### config.mk
export PLATFORM = sky130hd
export DESIGN_NAME = retire_ctl
export DESIGN_NICKNAME = d
export VERILOG_FILES = /design/src/rtl/retire_ctl.sv
export SDC_FILE = /design/constraint.sdc
export NUM_CORES = 1
export LEC_CHECK = 0
export BUFFER_PORTS_ARGS = -buffer_cell sky130_fd_sc_hd__buf_2
export CORE_MARGIN = 4
export CORE_UTILIZATION = 35
export DETAILED_ROUTE_END_ITERATION = 10
export SLEW_MARGIN = 20
export SYNTH_ARGS = -nofsm -noshare
export SYNTH_HDL_FRONTEND = slang
export SYNTH_SLANG_ARGS = --single-unit
### constraint.sdc
create_clock -name clk -period 6 [get_ports clk]
set_clock_uncertainty 0.15 [all_clocks]
set_input_delay 0.3 -clock clk [delete_from_list [all_inputs] [get_ports clk]]
set_output_delay 0.3 -clock clk [all_outputs]
set_load 0.03 [all_outputs]
### src/rtl/retire_ctl.sv
module retire_ctl #(
  parameter int W     = 4,
  parameter int SEQ_W = 16,
  parameter int CNT_W = 32
) (
  input  logic               clk,
  input  logic               rst_n,
  input  logic               st_pend,
  input  logic               trap_done,
  input  logic [W-1:0]       hd_valid,
  input  logic [W-1:0]       hd_squashed,
  input  logic [W-1:0]       hd_done,
  input  logic [W-1:0]       hd_nonspec,
  input  logic [W-1:0]       hd_barrier,
  input  logic [W-1:0]       hd_load,
  input  logic [W-1:0]       hd_fault,
  input  logic [W-1:0]       hd_nocount,
  input  logic [W*SEQ_W-1:0] hd_seq,
  output logic [W-1:0]       rt_commit,
  output logic [W-1:0]       rt_drop,
  output logic               rob_chg,
  output logic [SEQ_W-1:0]   done_seq,
  output logic               xreq_vld,
  output logic [SEQ_W-1:0]   xreq_seq,
  output logic               xreq_uncached,
  output logic               trap_req,
  output logic               trap_pend,
  output logic [CNT_W-1:0]   inst_cnt,
  output logic [CNT_W-1:0]   bw_cnt
);
  localparam int NW = $clog2(W + 1);
  localparam logic [NW-1:0] FULL = NW'(W);

  logic             stop;
  logic [NW-1:0]    ncom, nadd;
  logic [SEQ_W-1:0] seq_i, last_seq;
  logic             xv, xunc, tset;
  logic [SEQ_W-1:0] xs;
  logic [CNT_W:0]   isum, bsum;

  always_comb begin
    rt_commit = '0;
    rt_drop   = '0;
    ncom      = '0;
    nadd      = '0;
    last_seq  = done_seq;
    xv        = 1'b0;
    xs        = '0;
    xunc      = 1'b0;
    tset      = 1'b0;
    seq_i     = '0;
    stop      = trap_pend;
    for (int i = 0; i < W; i++) begin
      seq_i = hd_seq[i*SEQ_W +: SEQ_W];
      if (!stop) begin
        if (!hd_valid[i]) begin
          stop = 1'b1;
        end else if (hd_squashed[i]) begin
          rt_drop[i] = 1'b1;
        end else if (!hd_done[i]) begin
          stop = 1'b1;
          if (hd_nonspec[i] || hd_barrier[i]) begin
            if (ncom == '0 && !st_pend) begin
              xv = 1'b1;
              xs = seq_i;
            end
          end else if (hd_load[i]) begin
            xv   = 1'b1;
            xs   = seq_i;
            xunc = 1'b1;
          end
        end else if (hd_fault[i]) begin
          stop = 1'b1;
          if (ncom == '0 && !st_pend) tset = 1'b1;
        end else begin
          rt_commit[i] = 1'b1;
          ncom         = ncom + 1'b1;
          last_seq     = seq_i;
          if (!hd_nocount[i]) nadd = nadd + 1'b1;
        end
      end
    end
  end

  assign rob_chg = |(rt_commit | rt_drop);
  assign isum    = {1'b0, inst_cnt} + (CNT_W+1)'(nadd);
  assign bsum    = {1'b0, bw_cnt} + (CNT_W+1)'(ncom == FULL);

  always_ff @(posedge clk) begin
    if (!rst_n) begin
      done_seq      <= '0;
      xreq_vld      <= 1'b0;
      xreq_seq      <= '0;
      xreq_uncached <= 1'b0;
      trap_req      <= 1'b0;
      trap_pend     <= 1'b0;
      inst_cnt      <= '0;
      bw_cnt        <= '0;
    end else begin
      done_seq      <= last_seq;
      xreq_vld      <= xv;
      xreq_seq      <= xs;
      xreq_uncached <= xunc;
      trap_req      <= tset;
      if (tset) trap_pend <= 1'b1;
      else if (trap_done) trap_pend <= 1'b0;
      inst_cnt      <= isum[CNT_W] ? '1 : isum[CNT_W-1:0];
      bw_cnt        <= bsum[CNT_W] ? '1 : bsum[CNT_W-1:0];
    end
  end


  in_order_run_chk: assert property (@(posedge clk) disable iff (!rst_n)
    ((((rt_commit | rt_drop) + 1'b1) & (rt_commit | rt_drop)) == '0));

  trap_blocks_chk: assert property (@(posedge clk) disable iff (!rst_n)
    trap_pend |-> (rt_commit == '0 && rt_drop == '0));

  trap_rise_chk: assert property (@(posedge clk) disable iff (!rst_n)
    $rose(trap_pend) |-> trap_req);

  req_excl_chk: assert property (@(posedge clk) disable iff (!rst_n)
    !(xreq_vld && trap_req));

  bw_step_chk: assert property (@(posedge clk) disable iff (!rst_n)
    (bw_cnt == $past(bw_cnt)) || (bw_cnt == $past(bw_cnt) + 1'b1));

  inst_mono_chk: assert property (@(posedge clk) disable iff (!rst_n)
    inst_cnt >= $past(inst_cnt));
endmodule

==> Yosys cells after proc, flatten, opt, wreduce, memory -nomap -nowiden <==
Cells that the tools add are included.
{ "totals": {"ff_bits": 100, "ramBits": 0, "rom_bits": 0, "latch_bits": 0, "n_memories": 0} }
{ "classes": {"order_cmp": 0, "shifts": 0, "bitwise": 1, "add_sub_neg": 8, "reduce_logical": 13, "n_eq_ne": 1, "muxes": 217, "n_mul": 0, "n_div": 0} }
{ "op_table": {"columns": ["operator", "count"], "rows": [
  ["two-way mux 16 bit", 48],
  ["two-way mux 1 bit", 134],
  ["two-way mux 3 bit", 33],
  ["two-way mux 32 bit", 2],
  ["adder 32 x 1 -> 33 bit", 1],
  ["adder 32 x 3 -> 33 bit", 1],
  ["adder 3 x 1 -> 3 bit, second input constant", 6],
  ["logical NOT 3 bit", 3],
  ["logical OR 1 bit", 4],
  ["OR 4 bit", 1],
  ["OR reduction 4 bit", 1],
  ["equality test 3 bit, second input constant", 1],
  ["logical AND 1 bit", 3],
  ["nonzero test 2 bit", 1],
  ["logical NOT 1 bit", 1]
]} }

==> Logic depth before layout (Yosys ltp) <==
{ "depth": {"word_depth": 29, "depth_mapped": 23, "ltp_nobuf": 21} }

==> Worst setup path before layout <==
OpenSTA, ideal clock, no wires.
{ "synth_timing": {"kind": "flip-flop to flip-flop", "from": "register trap_pend", "to": "register inst_cnt[19]", "period_less_slack_ns": 4.736, "stages_incl_launch_ff": 19, "arrival_time_ns": 4.515, "slack_ns": 1.264, "required_ns": 5.780, "n_path_buf": 2, "setup_time_ns": 0.070, "path_cell_list": "dfxtp_1 nor3b_1 nand2_4 nor2_1 ha_1 mux2_2 ha_1 mux2_2 ha_1 mux2i_1 fa_1 nand2b_1 a2111o_1 or2_4 nor2b_2 buf_4 nand4_4 buf_6 a21oi_2"} }
{ "synth_between": {"elab_chain_cells": 24} }
{ "synth_rtl": {"columns": ["element", "line", "rtl"], "rows": [
  ["from (decl)", "27", "output logic trap_pend,"],
  ["from (signal assigned)", "96", "trap_pend <= 1'b0;"],
  ["from (signal assigned)", "105", "if (tset) trap_pend <= 1'b1;"],
  ["from (signal assigned)", "106", "else if (trap_done) trap_pend <= 1'b0;"],
  ["two-way mux 1 bit", "55", "if (!stop) begin"],
  ["adder 3 x 1 -> 3 bit", "79", "if (!hd_nocount[i]) nadd = nadd + 1'b1;"],
  ["two-way mux 3 bit", "79", null],
  ["two-way mux 3 bit", "72", "end else if (hd_fault[i]) begin"],
  ["two-way mux 3 bit", "60", "end else if (!hd_done[i]) begin"],
  ["two-way mux 3 bit", "58", "end else if (hd_squashed[i]) begin"],
  ["two-way mux 3 bit", "56", "if (!hd_valid[i]) begin"],
  ["two-way mux 3 bit", "55", null],
  ["[8 not listed]", null, null],
  ["two-way mux 3 bit", "79", null],
  ["two-way mux 3 bit", "72", null],
  ["two-way mux 3 bit", "60", null],
  ["two-way mux 3 bit", "58", null],
  ["two-way mux 3 bit", "56", null],
  ["two-way mux 3 bit (*)", "55", null],
  ["adder 32 x 3 -> 33 bit (*)", "86", "assign isum = {1'b0, inst_cnt} + (CNT_W+1)'(nadd);"],
  ["two-way mux 32 bit (*)", "107", "inst_cnt <= isum[CNT_W] ? '1 : isum[CNT_W-1:0];"],
  ["to (signal assigned)", "107", null],
  ["to (decl)", "28", "output logic [CNT_W-1:0] inst_cnt,"]
]} }
Every way passes the cells marked *; elsewhere a longest branch is shown, timed or not.
A chain may end at the register's enable or synchronous reset.

==> Final worst setup path <==
{ "layout_timing": {"from": "register trap_pend", "to": "register bw_cnt[23]"} }
{ "layout_between": {"elab_chain_cells": 22} }
{ "layout_rtl": {"columns": ["element", "line", "rtl"], "rows": [
  ["two-way mux 1 bit", "55", null],
  ["adder 3 x 1 -> 3 bit", "77", "ncom = ncom + 1'b1;"],
  ["two-way mux 3 bit", "72", null],
  ["two-way mux 3 bit", "60", null],
  ["two-way mux 3 bit", "58", null],
  ["two-way mux 3 bit", "56", null],
  ["two-way mux 3 bit", "55", null],
  ["adder 3 x 1 -> 3 bit", "77", null],
  ["[6 not listed]", null, null],
  ["two-way mux 3 bit", "72", null],
  ["two-way mux 3 bit", "60", null],
  ["two-way mux 3 bit", "58", null],
  ["two-way mux 3 bit", "56", null],
  ["two-way mux 3 bit (*)", "55", null],
  ["equality test 3 bit (*)", "87", "assign bsum = {1'b0, bw_cnt} + (CNT_W+1)'(ncom == FULL);"],
  ["adder 32 x 1 -> 33 bit (*)", "87", null],
  ["two-way mux 32 bit (*)", "108", "bw_cnt <= bsum[CNT_W] ? '1 : bsum[CNT_W-1:0];"],
  ["to (signal assigned)", "108", null],
  ["to (decl)", "29", "output logic [CNT_W-1:0] bw_cnt"]
]} }
Marked as above.

==> impl_metrics.env <==
export IMPL_status="completed"
export IMPL_async_reset_ff_frac=0
export IMPL_cts_made_buffers=9
export IMPL_first_pass_iters=6
export IMPL_clk_latency_ps=350
export IMPL_hold_depth=3
export IMPL_die_height_um=135
export IMPL_final_cell_mix="buf_2, dfxtp_1, a21oi_1"
export IMPL_ys_seq_area_frac=0.355
export IMPL_synth_edf_count=0
export IMPL_nNetsFinal=964
export IMPL_pre_cts_ws_ps=621
export IMPL_area_delta_synth_final_pct=27.4
export IMPL_layoutNonFillerInstCount=1071
export IMPL_holdBufCountCts=0
export IMPL_synthCells=656
export IMPL_ctsResizeCount=0
export IMPL_cp_end_kind="flip-flop"
export IMPL_port_buffers=208
export IMPL_relSlewSlack=0.415
export IMPL_antennaDiodeCount=0
export IMPL_wirelength_um=17500
export IMPL_path_clk_slew_ps=80
export IMPL_required_ps=6120
export IMPL_dieArea_um2=18200
export IMPL_tritoncts="done"
export IMPL_final_antenna_net_count=0
export IMPL_synth_seq_cells=100
export IMPL_ys_flop_type="dfxtp_1"
export IMPL_max_freq_mhz=191
export IMPL_synth_net_count=770
export IMPL_grt_pass1_wl_um=27900
export IMPL_core_area_um2=15800
export IMPL_finish_utilization=0.453
export IMPL_hold_path_class="in -> reg"
export IMPL_tns_ps=0
export IMPL_reg2reg_depth=22
export IMPL_path_class="reg -> reg"
export IMPL_vdd_ir_drop_max_mv=0.120
export IMPL_grt_overflow=0
export IMPL_vias=5615
export IMPL_dieWidth_um=135
export IMPL_grt_max_degree=67
export IMPL_cts_buffer_depth=2
export IMPL_drive_gt1_frac=0.330
export IMPL_grt_pass1_vias=5343
export IMPL_hpwl_um=12600
export IMPL_io_pin_count=209
export IMPL_fp_row_count=46
export IMPL_period_needed_ps=5230
export IMPL_finalSetupViolCount=0
export IMPL_h_tree_depth=3
export IMPL_syn_area_um2=5630
export IMPL_initial_utilization=0.356
export IMPL_maxSlewViolCount=0
export IMPL_power_density_nw_per_um2=205
export IMPL_grt_setup_unrepaired="false"
export IMPL_initialDrtViolationCount=399
export IMPL_ctsRootBufferMaster="clkbuf_16"
export IMPL_wl_per_cell_um=16.3
export IMPL_track_usage=0.188
export IMPL_viasPerCell=5.24
export IMPL_place_inst=1054
export IMPL_antenna_found_initial=0
export IMPL_synth_distinct_cells=68
export IMPL_worstSetupStartpointType="flip-flop"
export IMPL_gp_congestion=0.806
export IMPL_drc_errors=0
export IMPL_post_cts_buffers=0
export IMPL_fin_area_um2=7180
export IMPL_p_leak_nw=3.17
export IMPL_worst_pin_slew_ps=877
export IMPL_fin_ws_ps=765
export IMPL_min_period_over_period=0.872
export IMPL_crit_fanout=27
export IMPL_final_common_cell="buf_2"
export IMPL_cts_num_sinks=100
export IMPL_cap_violations=0
export IMPL_hold_viol=0
export IMPL_dpl_instance_area_um2=6840
export IMPL_arrival_ps=5350
export IMPL_ys_warnings_count=0
export IMPL_syn_avg_cell_area_um2=8.59
[sequential cells by signal, summed over array words and instances (netlist names)]
register,cells
inst_cnt,32
xreq_uncached,1
done_seq,16
xreq_seq,16
trap_req,1
trap_pend,1
bw_cnt,32
xreq_vld,1
[critical path: stages, from the launching register on]
cell and delay [ps]:
dfxtp_1 350, nor3b_1 350, nand2_4 80, buf_4 250
inv_2 100, ha_1 220, o2111ai_1 90, o21ai_2 150
ha_1 320, nand2_1 40, o21ai_0 100, ha_1 230
nor4b_1 250, a311oi_1 100, o31ai_2 270, ha_1 240
ha_1 240, inv_1 80, nor3_1 320, nand2_1 120
nor2_1 260, nand3_2 520, a21oi_1 300
[path summary, 6_finish.rpt]
kind	from	endpoint	slack, ps
setup / recovery	trap_pend	bw_cnt[23]	770
hold / removal	hd_seq[57]	done_seq[9]	80
setup reg to reg	trap_pend	bw_cnt[23]	770
hold reg to reg	inst_cnt[28]	inst_cnt[28]	370
[cells in the mapped netlist, types with 13 or more instances]
cell | n | area, um2
nor2_1 | 60 | 225
a211oi_1 | 33 | 248
dfxtp_1 | 100 | 2000
xor2_1 | 31 | 272
ha_1 | 13 | 163
nand2_1 | 25 | 93.8
a21oi_1 | 70 | 350
a21oi_2 | 24 | 210
a222oi_1 | 16 | 160
xnor2_1 | 22 | 193
inv_1 | 23 | 86.3
mux2i_1 | 18 | 180
nor3_1 | 17 | 85.1
nand3_1 | 39 | 195
clkbuf_1 | 22 | 82.6
[final cells by class]
| cell class | count | area (um2) |
|---|---|---|
| clock inverters | 7 | 105 |
| well taps | 216 | 270 |
| inverters | 26 | 97.6 |
| fillers | 1658 | 8650 |
| multi-input cells | 494 | 3350 |
| clock buffers | 9 | 225 |
| flip-flops and latches | 100 | 2000 |
| repair buffers | 219 | 1130 |
[metrics by stage]
step | hold slack, ps | total power, mW
after floorplan | 288 | 0.764
after global placement | 367 | 0.829
after detailed placement | 359 | 0.829
after CTS | 67.9 | 1.49
after global routing | 80.5 | 1.52
final | 77.6 | 1.47
[report_power, final]
| group | total [mW] | internal (mW) | switching [mW] |
|---|---|---|---|
| clock network | 0.657 | 0.373 | 0.284 |
| logic | 0.142 | 0.0553 | 0.0864 |
| registers | 0.673 | 0.670 | 0.00315 |
| total | 1.47 | 1.10 | 0.373 |
[routing by layer]
metal	vias up	track usage	part of all wire
li1	2798	-	-
met1	2622	0.255	0.46
met4	0	0.0469	0.012
met3	15	0.0425	0.065
met2	180	0.305	0.46
met5	-	0	0
[kinds of logic (layout without fill, tap and decap cells)]
family	after synthesis	in the layout	share of synthesized area
simple gates	212	212	0.205
compound gates	194	194	0.236
flops	100	100	0.355
buf+inv	62	261	0.0500
xor+xnor	53	53	0.0824
mux	21	21	0.0380
fa+ha+maj	14	14	0.0324
No activity file was read; power rests on OpenSTA's default activity.
